$ cat src/rtl/march_c_pkg.sv
package march_c_pkg;
  typedef enum logic [2:0] {
    EL_W0      = 3'd1,
    EL_UP_R0W1 = 3'd2,
    EL_UP_R1W0 = 3'd3,
    EL_DN_R0W1 = 3'd4,
    EL_DN_R1W0 = 3'd5,
    EL_R0      = 3'd6
  } elem_e;

  function automatic logic elem_up(elem_e e);
    return !(e == EL_DN_R0W1 || e == EL_DN_R1W0);
  endfunction

  function automatic logic elem_exp_ones(elem_e e);
    return (e == EL_UP_R1W0 || e == EL_DN_R1W0);
  endfunction

  function automatic logic elem_wr_ones(elem_e e);
    return (e == EL_UP_R0W1 || e == EL_DN_R0W1);
  endfunction
endpackage

$ cat src/rtl/march_c_addr.sv
module march_c_addr #(
  parameter int ADDR_W = 8
) (
  input  logic              clk_i,
  input  logic              rst_ni,
  input  logic              load_i,
  input  logic [ADDR_W-1:0] ld_val_i,
  input  logic              step_i,
  input  logic              up_i,
  input  logic [ADDR_W-1:0] end_i,
  output logic [ADDR_W-1:0] addr_o,
  output logic              last_o
);
  localparam logic [ADDR_W-1:0] One = ADDR_W'(1);

  logic [ADDR_W-1:0] addr_q;

  always_ff @(posedge clk_i or negedge rst_ni) begin
    if (!rst_ni)     addr_q <= '0;
    else if (load_i) addr_q <= ld_val_i;
    else if (step_i) addr_q <= up_i ? addr_q + One : addr_q - One;
  end

  assign addr_o = addr_q;
  assign last_o = (addr_q == end_i);

  a_r3_step_up: assert property (@(posedge clk_i) disable iff (!rst_ni)
    step_i && !load_i && up_i |=> addr_o == $past(addr_o) + One);
  a_r4_step_down: assert property (@(posedge clk_i) disable iff (!rst_ni)
    step_i && !load_i && !up_i |=> addr_o == $past(addr_o) - One);
endmodule

$ cat src/rtl/march_c_cmp.sv
module march_c_cmp
  import march_c_pkg::*;
#(
  parameter int ADDR_W = 8,
  parameter int DATA_W = 8
) (
  input  logic              clk_i,
  input  logic              rst_ni,
  input  logic              re_i,
  input  logic              exp_ones_i,
  input  logic [ADDR_W-1:0] addr_i,
  input  elem_e             elem_i,
  input  logic [DATA_W-1:0] rdata_i,
  output logic              chk_v_o,
  output logic              mismatch_o,
  output logic [ADDR_W-1:0] addr_o,
  output elem_e             elem_o
);
  logic              chk_v_q;
  logic [DATA_W-1:0] exp_q;
  logic [ADDR_W-1:0] addr_q;
  elem_e             elem_q;

  // expected word and tag travel with the read, compared when data returns
  always_ff @(posedge clk_i or negedge rst_ni) begin
    if (!rst_ni) begin
      chk_v_q <= 1'b0;
      exp_q   <= '0;
      addr_q  <= '0;
      elem_q  <= EL_W0;
    end else begin
      chk_v_q <= re_i;
      if (re_i) begin
        exp_q  <= {DATA_W{exp_ones_i}};
        addr_q <= addr_i;
        elem_q <= elem_i;
      end
    end
  end

  assign chk_v_o    = chk_v_q;
  assign mismatch_o = chk_v_q && (rdata_i != exp_q);
  assign addr_o     = addr_q;
  assign elem_o     = elem_q;

  a_r7_check_after_read: assert property (@(posedge clk_i) disable iff (!rst_ni)
    re_i |=> chk_v_o && addr_o == $past(addr_i));
  a_r7_no_check_idle: assert property (@(posedge clk_i) disable iff (!rst_ni)
    !re_i |=> !chk_v_o);
endmodule

$ cat src/rtl/march_c_ctrl.sv
module march_c_ctrl
  import march_c_pkg::*;
#(
  parameter int ADDR_W = 8,
  parameter int DATA_W = 8
) (
  input  logic              clk_i,
  input  logic              rst_ni,
  input  logic              start_i,
  input  logic [ADDR_W-1:0] addr_lo_i,
  input  logic [ADDR_W-1:0] addr_hi_i,
  output logic [ADDR_W-1:0] mem_addr_o,
  output logic              mem_we_o,
  output logic [DATA_W-1:0] mem_wdata_o,
  output logic              mem_re_o,
  input  logic [DATA_W-1:0] mem_rdata_i,
  output logic              busy_o,
  output logic              done_o,
  output logic              fail_o,
  output logic [ADDR_W-1:0] fail_addr_o,
  output logic [2:0]        fail_elem_o
);
  logic              run_q, phase_q, done_q, fail_q;
  elem_e             elem_q, elem_nx;
  logic [ADDR_W-1:0] lo_q, hi_q, fail_addr_q;
  elem_e             fail_elem_q;

  logic              accept, empty, cell_done, last, mismatch, chk_v;
  logic              a_load, a_step, a_up, ld_up;
  logic [ADDR_W-1:0] a_ldval, a_end, addr, c_addr;
  elem_e             c_elem;

  assign accept  = start_i && !run_q;
  assign empty   = addr_lo_i > addr_hi_i;
  assign elem_nx = elem_e'(elem_q + 3'd1);

  // element 1: one write per cell; others: read phase then write/idle phase
  assign mem_re_o    = run_q && elem_q != EL_W0 && !phase_q;
  assign mem_we_o    = run_q && !mismatch &&
                       (elem_q == EL_W0 || (phase_q && elem_q != EL_R0));
  assign mem_wdata_o = {DATA_W{elem_wr_ones(elem_q)}};
  assign mem_addr_o  = addr;
  assign cell_done   = run_q && !mismatch && (elem_q == EL_W0 || phase_q);

  assign ld_up   = accept ? 1'b1 : elem_up(elem_nx);
  assign a_load  = (accept && !empty) || (cell_done && last && elem_q != EL_R0);
  assign a_step  = cell_done && !last;
  assign a_up    = a_load ? ld_up : elem_up(elem_q);
  assign a_ldval = accept ? addr_lo_i : (ld_up ? lo_q : hi_q);
  assign a_end   = elem_up(elem_q) ? hi_q : lo_q;

  march_c_addr #(.ADDR_W(ADDR_W)) u_addr (
    .clk_i    (clk_i),
    .rst_ni   (rst_ni),
    .load_i   (a_load),
    .ld_val_i (a_ldval),
    .step_i   (a_step),
    .up_i     (a_up),
    .end_i    (a_end),
    .addr_o   (addr),
    .last_o   (last)
  );

  march_c_cmp #(.ADDR_W(ADDR_W), .DATA_W(DATA_W)) u_cmp (
    .clk_i      (clk_i),
    .rst_ni     (rst_ni),
    .re_i       (mem_re_o),
    .exp_ones_i (elem_exp_ones(elem_q)),
    .addr_i     (addr),
    .elem_i     (elem_q),
    .rdata_i    (mem_rdata_i),
    .chk_v_o    (chk_v),
    .mismatch_o (mismatch),
    .addr_o     (c_addr),
    .elem_o     (c_elem)
  );

  always_ff @(posedge clk_i or negedge rst_ni) begin
    if (!rst_ni) begin
      run_q       <= 1'b0;
      phase_q     <= 1'b0;
      elem_q      <= EL_W0;
      lo_q        <= '0;
      hi_q        <= '0;
      done_q      <= 1'b0;
      fail_q      <= 1'b0;
      fail_addr_q <= '0;
      fail_elem_q <= EL_W0;
    end else if (!run_q) begin
      if (start_i) begin
        done_q  <= empty;
        fail_q  <= 1'b0;
        run_q   <= !empty;
        elem_q  <= EL_W0;
        phase_q <= 1'b0;
        lo_q    <= addr_lo_i;
        hi_q    <= addr_hi_i;
      end
    end else if (mismatch) begin
      fail_q      <= 1'b1;
      fail_addr_q <= c_addr;
      fail_elem_q <= c_elem;
      run_q       <= 1'b0;
      done_q      <= 1'b1;
    end else if (elem_q != EL_W0 && !phase_q) begin
      phase_q <= 1'b1;
    end else begin
      phase_q <= 1'b0;
      if (last) begin
        if (elem_q == EL_R0) begin
          run_q  <= 1'b0;
          done_q <= 1'b1;
        end else begin
          elem_q <= elem_nx;
        end
      end
    end
  end

  assign busy_o      = run_q;
  assign done_o      = done_q;
  assign fail_o      = fail_q;
  assign fail_addr_o = fail_addr_q;
  assign fail_elem_o = fail_elem_q;

  a_r11_we_re_excl: assert property (@(posedge clk_i) disable iff (!rst_ni)
    !(mem_we_o && mem_re_o));
  a_r6_in_window: assert property (@(posedge clk_i) disable iff (!rst_ni)
    run_q |-> (addr >= lo_q && addr <= hi_q));
  a_r6_elem_order: assert property (@(posedge clk_i) disable iff (!rst_ni)
    run_q |=> (!run_q || elem_q == $past(elem_q) ||
               elem_q == elem_e'($past(elem_q) + 3'd1)));
  a_r8_stop_on_miss: assert property (@(posedge clk_i) disable iff (!rst_ni)
    run_q && mismatch |=> !busy_o && done_o && fail_o);
  a_r9_start_ignored: assert property (@(posedge clk_i) disable iff (!rst_ni)
    run_q && start_i |=> $stable(lo_q) && $stable(hi_q));
  a_r10_empty_range: assert property (@(posedge clk_i) disable iff (!rst_ni)
    !run_q && start_i && empty |=> done_o && !fail_o && !busy_o);
  a_r5_busy_done_excl: assert property (@(posedge clk_i) disable iff (!rst_ni)
    !(busy_o && done_o));
  a_r7_miss_needs_check: assert property (@(posedge clk_i) disable iff (!rst_ni)
    mismatch |-> chk_v && phase_q);
endmodule

$ cat config.mk
export PLATFORM = sky130hd
export DESIGN_NAME = march_c_ctrl
export DESIGN_NICKNAME = d
export VERILOG_FILES = /design/src/rtl/march_c_pkg.sv /design/src/rtl/march_c_addr.sv /design/src/rtl/march_c_cmp.sv /design/src/rtl/march_c_ctrl.sv
export SDC_FILE = /design/constraint.sdc
export NUM_CORES = 1
export LEC_CHECK = 0
export ABC_CLOCK_PERIOD_IN_PS = 4200
export CAP_MARGIN = 5
export CORE_ASPECT_RATIO = 1.75
export CORE_UTILIZATION = 38
export CTS_BUF_LIST = sky130_fd_sc_hd__clkbuf_16
export CTS_CLUSTER_DIAMETER = 40
export DETAILED_ROUTE_END_ITERATION = 12
export GPL_TIMING_DRIVEN = 1
export HOLD_SLACK_MARGIN = 0.03
export SYNTH_ARGS = -nofsm -noshare
export SYNTH_HDL_FRONTEND = slang
export SYNTH_SLANG_ARGS = --single-unit
$ cat constraint.sdc
create_clock -name clk_i -period 4.2 [get_ports clk_i]
set_clock_uncertainty 0.15 [all_clocks]
set_input_delay 1.26 -clock clk_i [delete_from_list [all_inputs] [get_ports clk_i]]
set_output_delay 1.26 -clock clk_i [all_outputs]
set_load 0.005 [all_outputs]
==> run metrics, run 1 <==
CP Launch Point mem_rdata_i[0]; WS Path Type in2out; Die ar. 8810 µm²; Post-Synth XOR/XNOR Area ~1.9%; RSZ-0062 raised after global routing no; worst r2r path cells 14; I/O Buffers slightly below 60; met2 WL 4.36 mm; CTS tree built; uppermost routed layer met4; # setup viols final 0; PwrDens 721 nW/µm²; routed len/inst roughly 16 µm; root buffer cell clkbuf_16; io pins 59; most used flip-flop cell after synthesis dfrtp_1; met3 wire length 169 µm; CTS H-tree depth 2; Setup crit end mem_we_o; antenna cell count 0; mux cell area share after synthesis 12.0%; Initial Utilization 38.8%; WP data required 2.79 ns; EDFF count, synth 0; Arrival @ worst endpoint 2.75 ns; drt first pass iters 8; outcome complete, but fails checks; Final Cycle Share 99.0%; hold_buf cts 0; VDD IR max around 0.32 mV; final hold vios 0; drt initial violations 126; first-pass GRT wire length 12.6 mm; post-route minimum period 4.16 ns; reg2reg end u_addr.addr_o[4]; syn_area_per_cell between 9 and 10 µm²; Syn Inst Count 336; Yosys top cell area share roughly 41%; Slew headroom a little over half; max cap viols 0; DR vias/cell 5.37; Post-Syn Area roughly 3200 µm²; Slew @ Worst Pin 0.712 ns; pin count of the biggest net entering global routing 56; final instance area 4310 µm²; final wirelength 7.75 mm; Synth Area in Compound Gates a little over an eighth; Worst R2R Setup Slack about 0.32 ns; Worst Setup End Kind output pin; Post-Syn Nets approximately 380; total congestion overflow 0; Via Count 2679; Worst setup SP type primary input; clk_lat worst skew 0.30 ns; RePlAce Congestion 0.871; DRC 6; Cell Count, Final, Fillers Out 499; P_leak 2.04 nW; vias in the first global route 2559; post-synthesis simple-gate area fraction 16.6%; YS warnings 0; # clock sinks 55; Cell Count Post-Placement 486; met1 WL 3.07 mm; flops & latches, synth 55; adder-cell area share of the yosys netlist 5.86%; combinational family with the most area after synthesis simple AND/OR/NAND/NOR gates; final antenna-violating net count 0; Longest Clk Path Bufs 2; TritonCTS Buffers 5; Area contributors post-synth dfrtp_1 41%, mux2_2 9.5%, ha_1 5.9%; nets@finish between 400 and 500; reg-to-reg startpoint elem_q[0]; Area growth syn-to-layout 34.5%; die height 123 µm; worst hold margin 0.321 ns; HPWL after DPL 5.87 mm; fmax 240 MHz; overall power 3.11 mW; GRT Resource Usage Total 18.7%; failing checks design-rule violations; Reg clk slew, reported paths 0.07 ns; worst hold path type reg2reg; Rows 44; final count of pins violating max slew 0; Core Region 8260 µm²; share of layout cells above drive strength 1 24.1%; register area share after synthesis 43.1%; Die X-Extent 71.4 µm; crit-path max FO 2; ys async rst share 100%; placed cell areas 3950 µm²; largest area contributor in the netlist dfrtp_1; Netlist cell types 44; antenna violations before repair 0
## where the power goes
| group | switching [mW] | internal, mW | leakage [nW] |
|---|---|---|---|
| registers | 0.270 | 0.773 | 0.681 |
| clock network | 0.205 | 0.224 | 0.0700 |
| logic | 0.756 | 0.878 | 1.29 |
| total | 1.23 | 1.87 | 2.04 |
## layout make-up
cell class | count | area (µm²)
fillers | 765 | 3950
inverters | 25 | 93.8
clock inverters | 3 | 25.0
well taps | 92 | 115
multi-input cells | 232 | 1770
repair buffers | 87 | 801
clock buffers | 5 | 125
flip-flops and latches | 55 | 1380
## metal layers
layer  global-route usage [%]  vias to the layer above
met4                     7.00                        0
met1                     20.9                     1302
met3                     2.93                       13
met2                     35.0                       53
met5                        0                        -
li1                         -                     1311
## registers in the layout, summed over array words and instances, names as in the netlist
signal	count
u_cmp.chk_v_o	1
u_addr.addr_o	8
fail_elem_o	3
hi_q	8
u_cmp.exp_q	1
u_cmp.addr_o	8
u_cmp.elem_o	3
busy_o	1
fail_addr_o	8
lo_q	8
phase_q	1
done_o	1
fail_o	1
elem_q	3
## placed cells by master, fill, tap and decap left out, types with 9 or more instances in the layout
| cell type | count |
|---|---|
| a21oi_1 | 9 |
| buf_4 | 29 |
| clkdlybuf4s50_1 | 42 |
| dfrtp_1 | 52 |
| ha_1 | 10 |
| inv_1 | 21 |
| mux2_2 | 27 |
| nand2_1 | 47 |
| nor2_1 | 15 |
| nor3_1 | 10 |
| o21ai_0 | 13 |
| o22ai_1 | 10 |
## cell usage after synthesis, types with 2 or more instances
| cell | n |
|---|---|
| or3_1 | 3 |
| o22ai_1 | 10 |
| clkbuf_1 | 11 |
| or4_1 | 4 |
| a31oi_1 | 3 |
| buf_4 | 8 |
| nor4_1 | 7 |
| buf_2 | 3 |
| ha_1 | 15 |
| o21ai_0 | 14 |
| dfrtp_1 | 52 |
| mux2_2 | 27 |
| nor2_1 | 16 |
| mux2i_1 | 8 |
| nand2b_1 | 4 |
| a22o_1 | 4 |
| a22oi_1 | 3 |
| a21oi_1 | 11 |
| nor2b_1 | 2 |
| xnor2_1 | 7 |
| nand3_1 | 8 |
| inv_1 | 23 |
| a211oi_1 | 4 |
| buf_1 | 2 |
| nor3_1 | 10 |
| nand2_1 | 49 |
| and3_1 | 9 |
| dfstp_2 | 3 |
## repair_timing
action | CTS | global route
pin swaps | 7 | 10
resized for setup | 20 | 26
endpoints found under the setup margin | 4 | 3
setup buffers | 0 | 5
## how the worst min path moves through the flow
stage                     from               to  slack, ns  depth (start not counted)
5_1_grt        u_cmp.addr_o[6]  u_cmp.addr_o[6]       0.35                          2
4_1_cts        u_cmp.addr_o[5]  u_cmp.addr_o[5]       0.33                          2
3_3_place_gp   u_cmp.addr_o[5]  u_cmp.addr_o[5]       0.31                          2
2_1_floorplan  u_cmp.addr_o[0]  u_cmp.addr_o[0]       0.29                          2
3_5_place_dp   u_cmp.addr_o[5]  u_cmp.addr_o[5]       0.31                          2
6_report       u_cmp.addr_o[5]  u_cmp.addr_o[5]       0.32                          2
## worst max-delay path: stages
cell,delay (ns)
clkdlybuf4s50_1,0.48
nand3_1,0.07
or3_4,0.34
a31o_4,0.23
a21oi_2,0.15
buf_4,0.13
buf_2,0.10
## cells by family (layout without fill, tap and decap cells)
group,count (synthesis),in the layout
simple gates,114,114
compound gates,61,61
flops,55,55
buf+inv,49,120
mux,35,35
fa+ha+maj,15,15
xor+xnor,7,7
## stage by stage
step	utilization, %	TNS [ns]	worst slack (ns)
6_report	52.2	0	0.0418
5_1_grt	52.2	0	0.0161
4_1_cts	50.1	0	0.0183
3_5_place_dp	47.9	-1.88	-0.437
3_3_place_gp	47.9	-1.67	-0.406
2_1_floorplan	-	0	0.0114
No activity file was read; power rests on OpenSTA's default activity.
==> inputs of run 2 (changes only) <==
- ABC_CLOCK_PERIOD_IN_PS: 4200 -> default
- clock period: 4.2 -> 3.95 ns (I/O delays scaled with it)
==> run 2 against run 1 <==
Compared with the run above:
- the flow still finishes with violations (design-rule violations)
- register-to-register slack got worse by 0.19 ns
- die area stayed put
- sequential power is 4% higher
- core utilization up 0.20 points
- worst hold slack hardly changed
- critical path type is now in2reg
- critical endpoint is now u_addr.addr_o[4]
- largest cell class unchanged
- largest power group unchanged
==> run metrics, run 2 (synthesized netlist as in run 1, its figures left out) <==
# setup viols final 0 (unchanged); final antenna-violating net count 0 (unchanged); Worst R2R Setup Slack 0.13 ns (-0.19 ns); worst r2r path cells 14 (unchanged); drt initial violations 177 (+40%); reg2reg end u_addr.addr_o[4]; antenna cell count 0 (unchanged); CTS H-tree depth 2 (unchanged); Worst setup SP type primary input; final hold vios 0 (unchanged); Via Count 2696 (+0.63%); Worst Setup End Kind flip-flop; nets@finish 451 (+0.67%); Final Cycle Share 97.5%; PwrDens 774 nW/µm² (+7.4%); routed len/inst 15.7 µm (+0.84%); HPWL after DPL 5.97 mm (+1.7%); RePlAce Congestion 0.834 (-4.3%); CP Launch Point addr_hi_i[1]; Setup crit end u_addr.addr_o[4]; Die X-Extent 71.4 µm (unchanged); clk_lat worst skew 0.30 ns (about the same); failing checks design-rule violations; Core Region 8260 µm² (unchanged); final wirelength 7.86 mm (+1.4%); first-pass GRT wire length 12.7 mm (+0.76%); post-place setup slack -0.729 ns (-0.292 ns); CTS tree built; share of layout cells above drive strength 1 28.5% (+4.5 points); final count of pins violating max slew 0 (unchanged); # clock sinks 55 (unchanged); Slew @ Worst Pin 0.508 ns (-0.204 ns); P_leak 1.99 nW (-2.0%); total congestion overflow 0 (unchanged); Die ar. 8810 µm² (unchanged); DR vias/cell 5.37 (about the same); worst hold path type reg2reg; commonest cells after routing, fill and taps aside 52 x dfrtp_1, 48 x nand2_1, 32 x clkdlybuf4s50_1; WS Path Type in2reg; outcome complete, but fails checks; Rows 44 (unchanged); DRC 3 (-3); fmax 260 MHz; Longest Clk Path Bufs 2 (unchanged); GRT Resource Usage Total 18.8% (+0.13 points); max cap viols 0 (unchanged); commonest non-fill, non-tap cell in the layout dfrtp_1; drt first pass iters 10 (+2); VDD IR max 0.305 mV (-4.4%); Cell Count Post-Placement 488 (+0.41%); Cell Count, Final, Fillers Out 502 (+0.60%); TritonCTS Buffers 5 (unchanged); reg-to-reg startpoint elem_q[0]; io pins 59 (unchanged); crit-path max FO 3 (+1); vias in the first global route 2561 (+0.078%); Arrival @ worst endpoint 3.88 ns (+1.13 ns); Area growth syn-to-layout 35.0%; hold_buf cts 0 (unchanged); die height 123 µm (unchanged); worst setup margin 0.100 ns (+0.0582 ns); antenna violations before repair 0 (unchanged); Slew headroom 66.0% (+13 points); pin count of the biggest net entering global routing 56 (unchanged); post-route minimum period between 3 and 4 ns; WP data required 3.98 ns (+1.19 ns); Reg clk slew, reported paths 0.07 ns (about the same); I/O Buffers 58 (unchanged); root buffer cell clkbuf_16; Initial Utilization 38.8% (unchanged)
-- run 2: what timing repair did --
action / 4_1_cts / 5_1_grt
pin swaps: 16 / 19
endpoints found under the setup margin: 6 / 3
buffers inserted: 4 / 2
resized for setup: 57 / 28
-- run 2: where the power goes --
| group | switching [mW] | internal [mW] | leakage, nW |
|---|---|---|---|
| Clock | 0.205 | 0.234 | 0.0674 |
| Combinational | 0.851 | 0.980 | 1.25 |
| Sequential | 0.254 | 0.823 | 0.681 |
| Total | 1.31 | 2.04 | 1.99 |
-- run 2: area by class of cell --
class / count / area (µm²)
fillers: 766 / 3930
multi-input cells: 232 / 1790
flip-flops and latches: 55 / 1380
repair buffers: 90 / 783
clock buffers: 5 / 125
well taps: 92 / 115
inverters: 25 / 111
clock inverters: 3 / 20.0
-- run 2: metrics by stage --
stage | power, mW | TNS, ns | area (µm²) | util [%] | hold slack, ns
2_1_floorplan | 2.11 | -0.0166 | 3290 | - | 0.292
3_3_place_gp | 2.75 | -2.89 | 4060 | 49.2 | 0.305
3_5_place_dp | 2.79 | -3.34 | 4060 | 49.2 | 0.311
4_1_cts | 3.31 | 0 | 4310 | 52.2 | 0.328
5_1_grt | 3.59 | -0.0577 | 4330 | 52.4 | 0.345
6_report | 3.35 | 0 | 4330 | 52.4 | 0.321
-- run 2: layer usage --
metal  track usage, %  vias to the layer above  part of all wire [%]
li1                 -                     1313                     -
met1             20.2                     1318                    39
met2             35.9                       52                    57
met3             2.69                       13                   2.2
met4             8.13                        0                   2.5
met5                0                        -                     0
-- run 2: critical path, cell delays in order --
cell and delay, ns:
buf_4 0.13, inv_12 0.03, ha_4 0.22, and3_4 0.17, a221o_1 0.35, a21oi_2 0.12, o21a_2 0.18, a31oi_4 0.05
a22oi_4 0.25, xnor2_2 0.10, ha_2 0.20, or4_4 0.50, mux2i_4 0.16, and3_1 0.17, nor3_1 0.05
-- run 2: worst min path at each step --
stage / from / end / slack [ns] / depth (start not counted)
global route: u_cmp.addr_o[4] / u_cmp.addr_o[4] / 0.35 / 2
global placement: u_cmp.addr_o[4] / u_cmp.addr_o[4] / 0.31 / 2
finish: u_cmp.addr_o[4] / u_cmp.addr_o[4] / 0.32 / 2
floorplan: u_cmp.addr_o[0] / u_cmp.addr_o[0] / 0.29 / 2
detailed placement: u_cmp.addr_o[4] / u_cmp.addr_o[4] / 0.31 / 2
CTS: u_cmp.addr_o[4] / u_cmp.addr_o[4] / 0.33 / 2
==> inputs of run 3 (changes only) <==
- RECOVER_POWER: default -> 100
==> run 3 against run 2 <==
Compared with the run above:
- the flow still finishes with violations (design-rule violations)
- power fell by 2.4%
- worst hold slack is essentially flat
- largest cell class unchanged
- sequential share of layout area rose by 0.20 points
- critical endpoint unchanged
- largest power group unchanged
==> run metrics, run 3 (synthesized netlist as in run 1, its figures left out) <==
outcome complete, but fails checks; failing checks design-rule violations; antenna cell count 0 (unchanged); post-route minimum period 3.85 ns (-0.00286 ns); placed cell areas 4060 µm² (unchanged); # clock sinks 55 (unchanged); DR vias/cell 5.34 (-0.63%); DRC 3 (unchanged); pin count of the biggest net entering global routing 56 (unchanged); Crit path largest cell delay 0.50 ns (about the same); Worst Setup End Kind flip-flop; worst hold path type reg2reg; TritonCTS Buffers 5 (unchanged); CP cell instances buf_4, inv_12, ha_4, and3_4, a221o_1, a21oi_2, o21a_2, a31oi_4, a22oi_4, xnor2_2, ha_2, or4_4, mux2i_4, and3_1, nor3_1; RePlAce Congestion 0.834 (unchanged); Reg clk slew, reported paths 0.07 ns (about the same); Via Count 2679 (-0.63%); drt initial violations 182 (+2.8%); Crit-path slowest cell or4_4; final wirelength 7.78 mm (-0.99%); Longest Clk Path Bufs 2 (unchanged); Die ar. 8810 µm² (unchanged); P_leak 2.04 nW (+2.1%); commonest cells after routing, fill and taps aside 52 x dfrtp_1, 48 x nand2_1, 29 x dlygate4sd3_1; I/O Buffers 58 (unchanged); WP data required 3.98 ns (about the same); vias in the first global route 2561 (unchanged); VDD IR max 0.284 mV (-6.7%); first-pass GRT wire length 12.7 mm (unchanged); Rows 44 (unchanged); drt first pass iters 11 (+1); nets@finish 451 (unchanged); WS Path Type in2reg; # setup viols final 0 (unchanged); Initial Utilization 38.8% (unchanged); final instance area 4300 µm² (-0.64%); root buffer cell clkbuf_16; commonest non-fill, non-tap cell in the layout dfrtp_1; Die X-Extent 71.4 µm (unchanged); crit-path max FO 3 (unchanged); HPWL after DPL 5.97 mm (unchanged); fmax 260 MHz (about the same); share of layout cells above drive strength 1 27.6% (-0.98 points); met2 Usage GRT 35.9% (unchanged); Core Region 8260 µm² (unchanged); Slew @ Worst Pin 1.36 ns (+0.856 ns); max cap viols 0 (unchanged); Worst setup SP type primary input; Arrival @ worst endpoint 3.88 ns (about the same); CTS tree built; clk_lat worst skew 0.30 ns (about the same); routed len/inst 15.5 µm (-0.99%); GRT Resource Usage Total 18.8% (unchanged); Slew headroom 9.05% (-57 points); Fill cells 771 (+0.65%); worst hold margin 0.321 ns (-0.0000960 ns); antenna violations before repair 0 (unchanged); PwrDens 760 nW/µm² (-1.7%); grt met3 use 2.69% (unchanged); Cell Count Post-Placement 488 (unchanged); die height 123 µm (unchanged); GR peak layer met2; Area growth syn-to-layout 34.2%; Cell Count, Final, Fillers Out 502 (unchanged); final antenna-violating net count 0 (unchanged); final hold vios 0 (unchanged); io pins 59 (unchanged); final count of pins violating max slew 0 (unchanged); total congestion overflow 0 (unchanged); CTS H-tree depth 2 (unchanged); met1 Use GR 20.2% (unchanged); Final Cycle Share 97.4% (about the same)
## run 3: cell types whose count changed in the layout (fill, tap and decap cells not counted)
cell             before  now
nor2b_2               1    0
buf_12                2    1
mux2_2               27   26
clkdlybuf4s50_1      32    3
clkbuf_2              7    9
clkbuf_1              0    2
buf_4                31   28
mux2_1                0    1
nor2b_1               1    2
dlygate4sd3_1         0   29
## run 3: path summary, 6_finish.rpt
| check | endpoint | cells after the start | from | slack, ns |
|---|---|---|---|---|
| worst max-delay path | u_addr.addr_o[4] | 15 | addr_hi_i[1] | 0.10 |
| worst min-delay path | u_cmp.addr_o[4] | 2 | u_cmp.addr_o[4] | 0.32 |
| worst max register to register | u_addr.addr_o[4] | 14 | elem_q[0] | 0.13 |
| worst min register to register | u_cmp.addr_o[4] | 2 | u_cmp.addr_o[4] | 0.32 |
| max in group asynchronous | hi_q[7] | 2 | rst_ni | 1.69 |
| min in group asynchronous | lo_q[6] | 2 | rst_ni | 1.12 |
## run 3: critical path: cells and delay by family
family / cells / cell delay, ns
AND/OR/NAND/NOR: 4 / 0.89
multiplexers: 1 / 0.16
buffers and inverters: 2 / 0.16
adder cells (fa/ha/maj): 2 / 0.42
AO/OA/AOI/OAI: 5 / 0.95
XOR/XNOR: 1 / 0.10
## run 3: per-stage QoR
stage               total power, mW  utilization, %  setup slack [ns]  TNS (ns)
finish                         3.27            52.0             0.103         0
global route                   3.52            52.0           -0.0319   -0.0561
CTS                            3.31            52.2           0.00232         0
detailed placement             2.79            49.2            -0.729     -3.34
global placement               2.75            49.2            -0.599     -2.89
floorplan                      2.11               -           -0.0166   -0.0166
## run 3: per-layer routing
metal	wire length, µm	vias up
met5	0	-
met4	197	0
met3	169	13
met2	4440	52
met1	2970	1298
li1	-	1316
## run 3: final cells by class
class | instances | area [µm²] | share of cell area [%]
repair buffers | 90 | 758 | 17.6
clock buffers | 5 | 125 | 2.91
well taps | 92 | 115 | 2.68
flip-flops and latches | 55 | 1380 | 32.1
inverters | 25 | 111 | 2.59
multi-input cells | 232 | 1790 | 41.6
clock inverters | 3 | 20.0 | 0.466
## run 3: repair_timing
action,CTS,global route
setup buffers,4,2
hold buffers,0,0
endpoints found under the hold margin,0,0
gates resized for setup,57,28
endpoints found under the setup margin,6,3
pin swaps,16,19
## run 3: report_power, final
group / switching (mW) / internal, mW / leakage [nW]
Clock: 0.206 / 0.234 / 0.0674
Combinational: 0.841 / 0.917 / 1.29
Sequential: 0.246 / 0.823 / 0.681
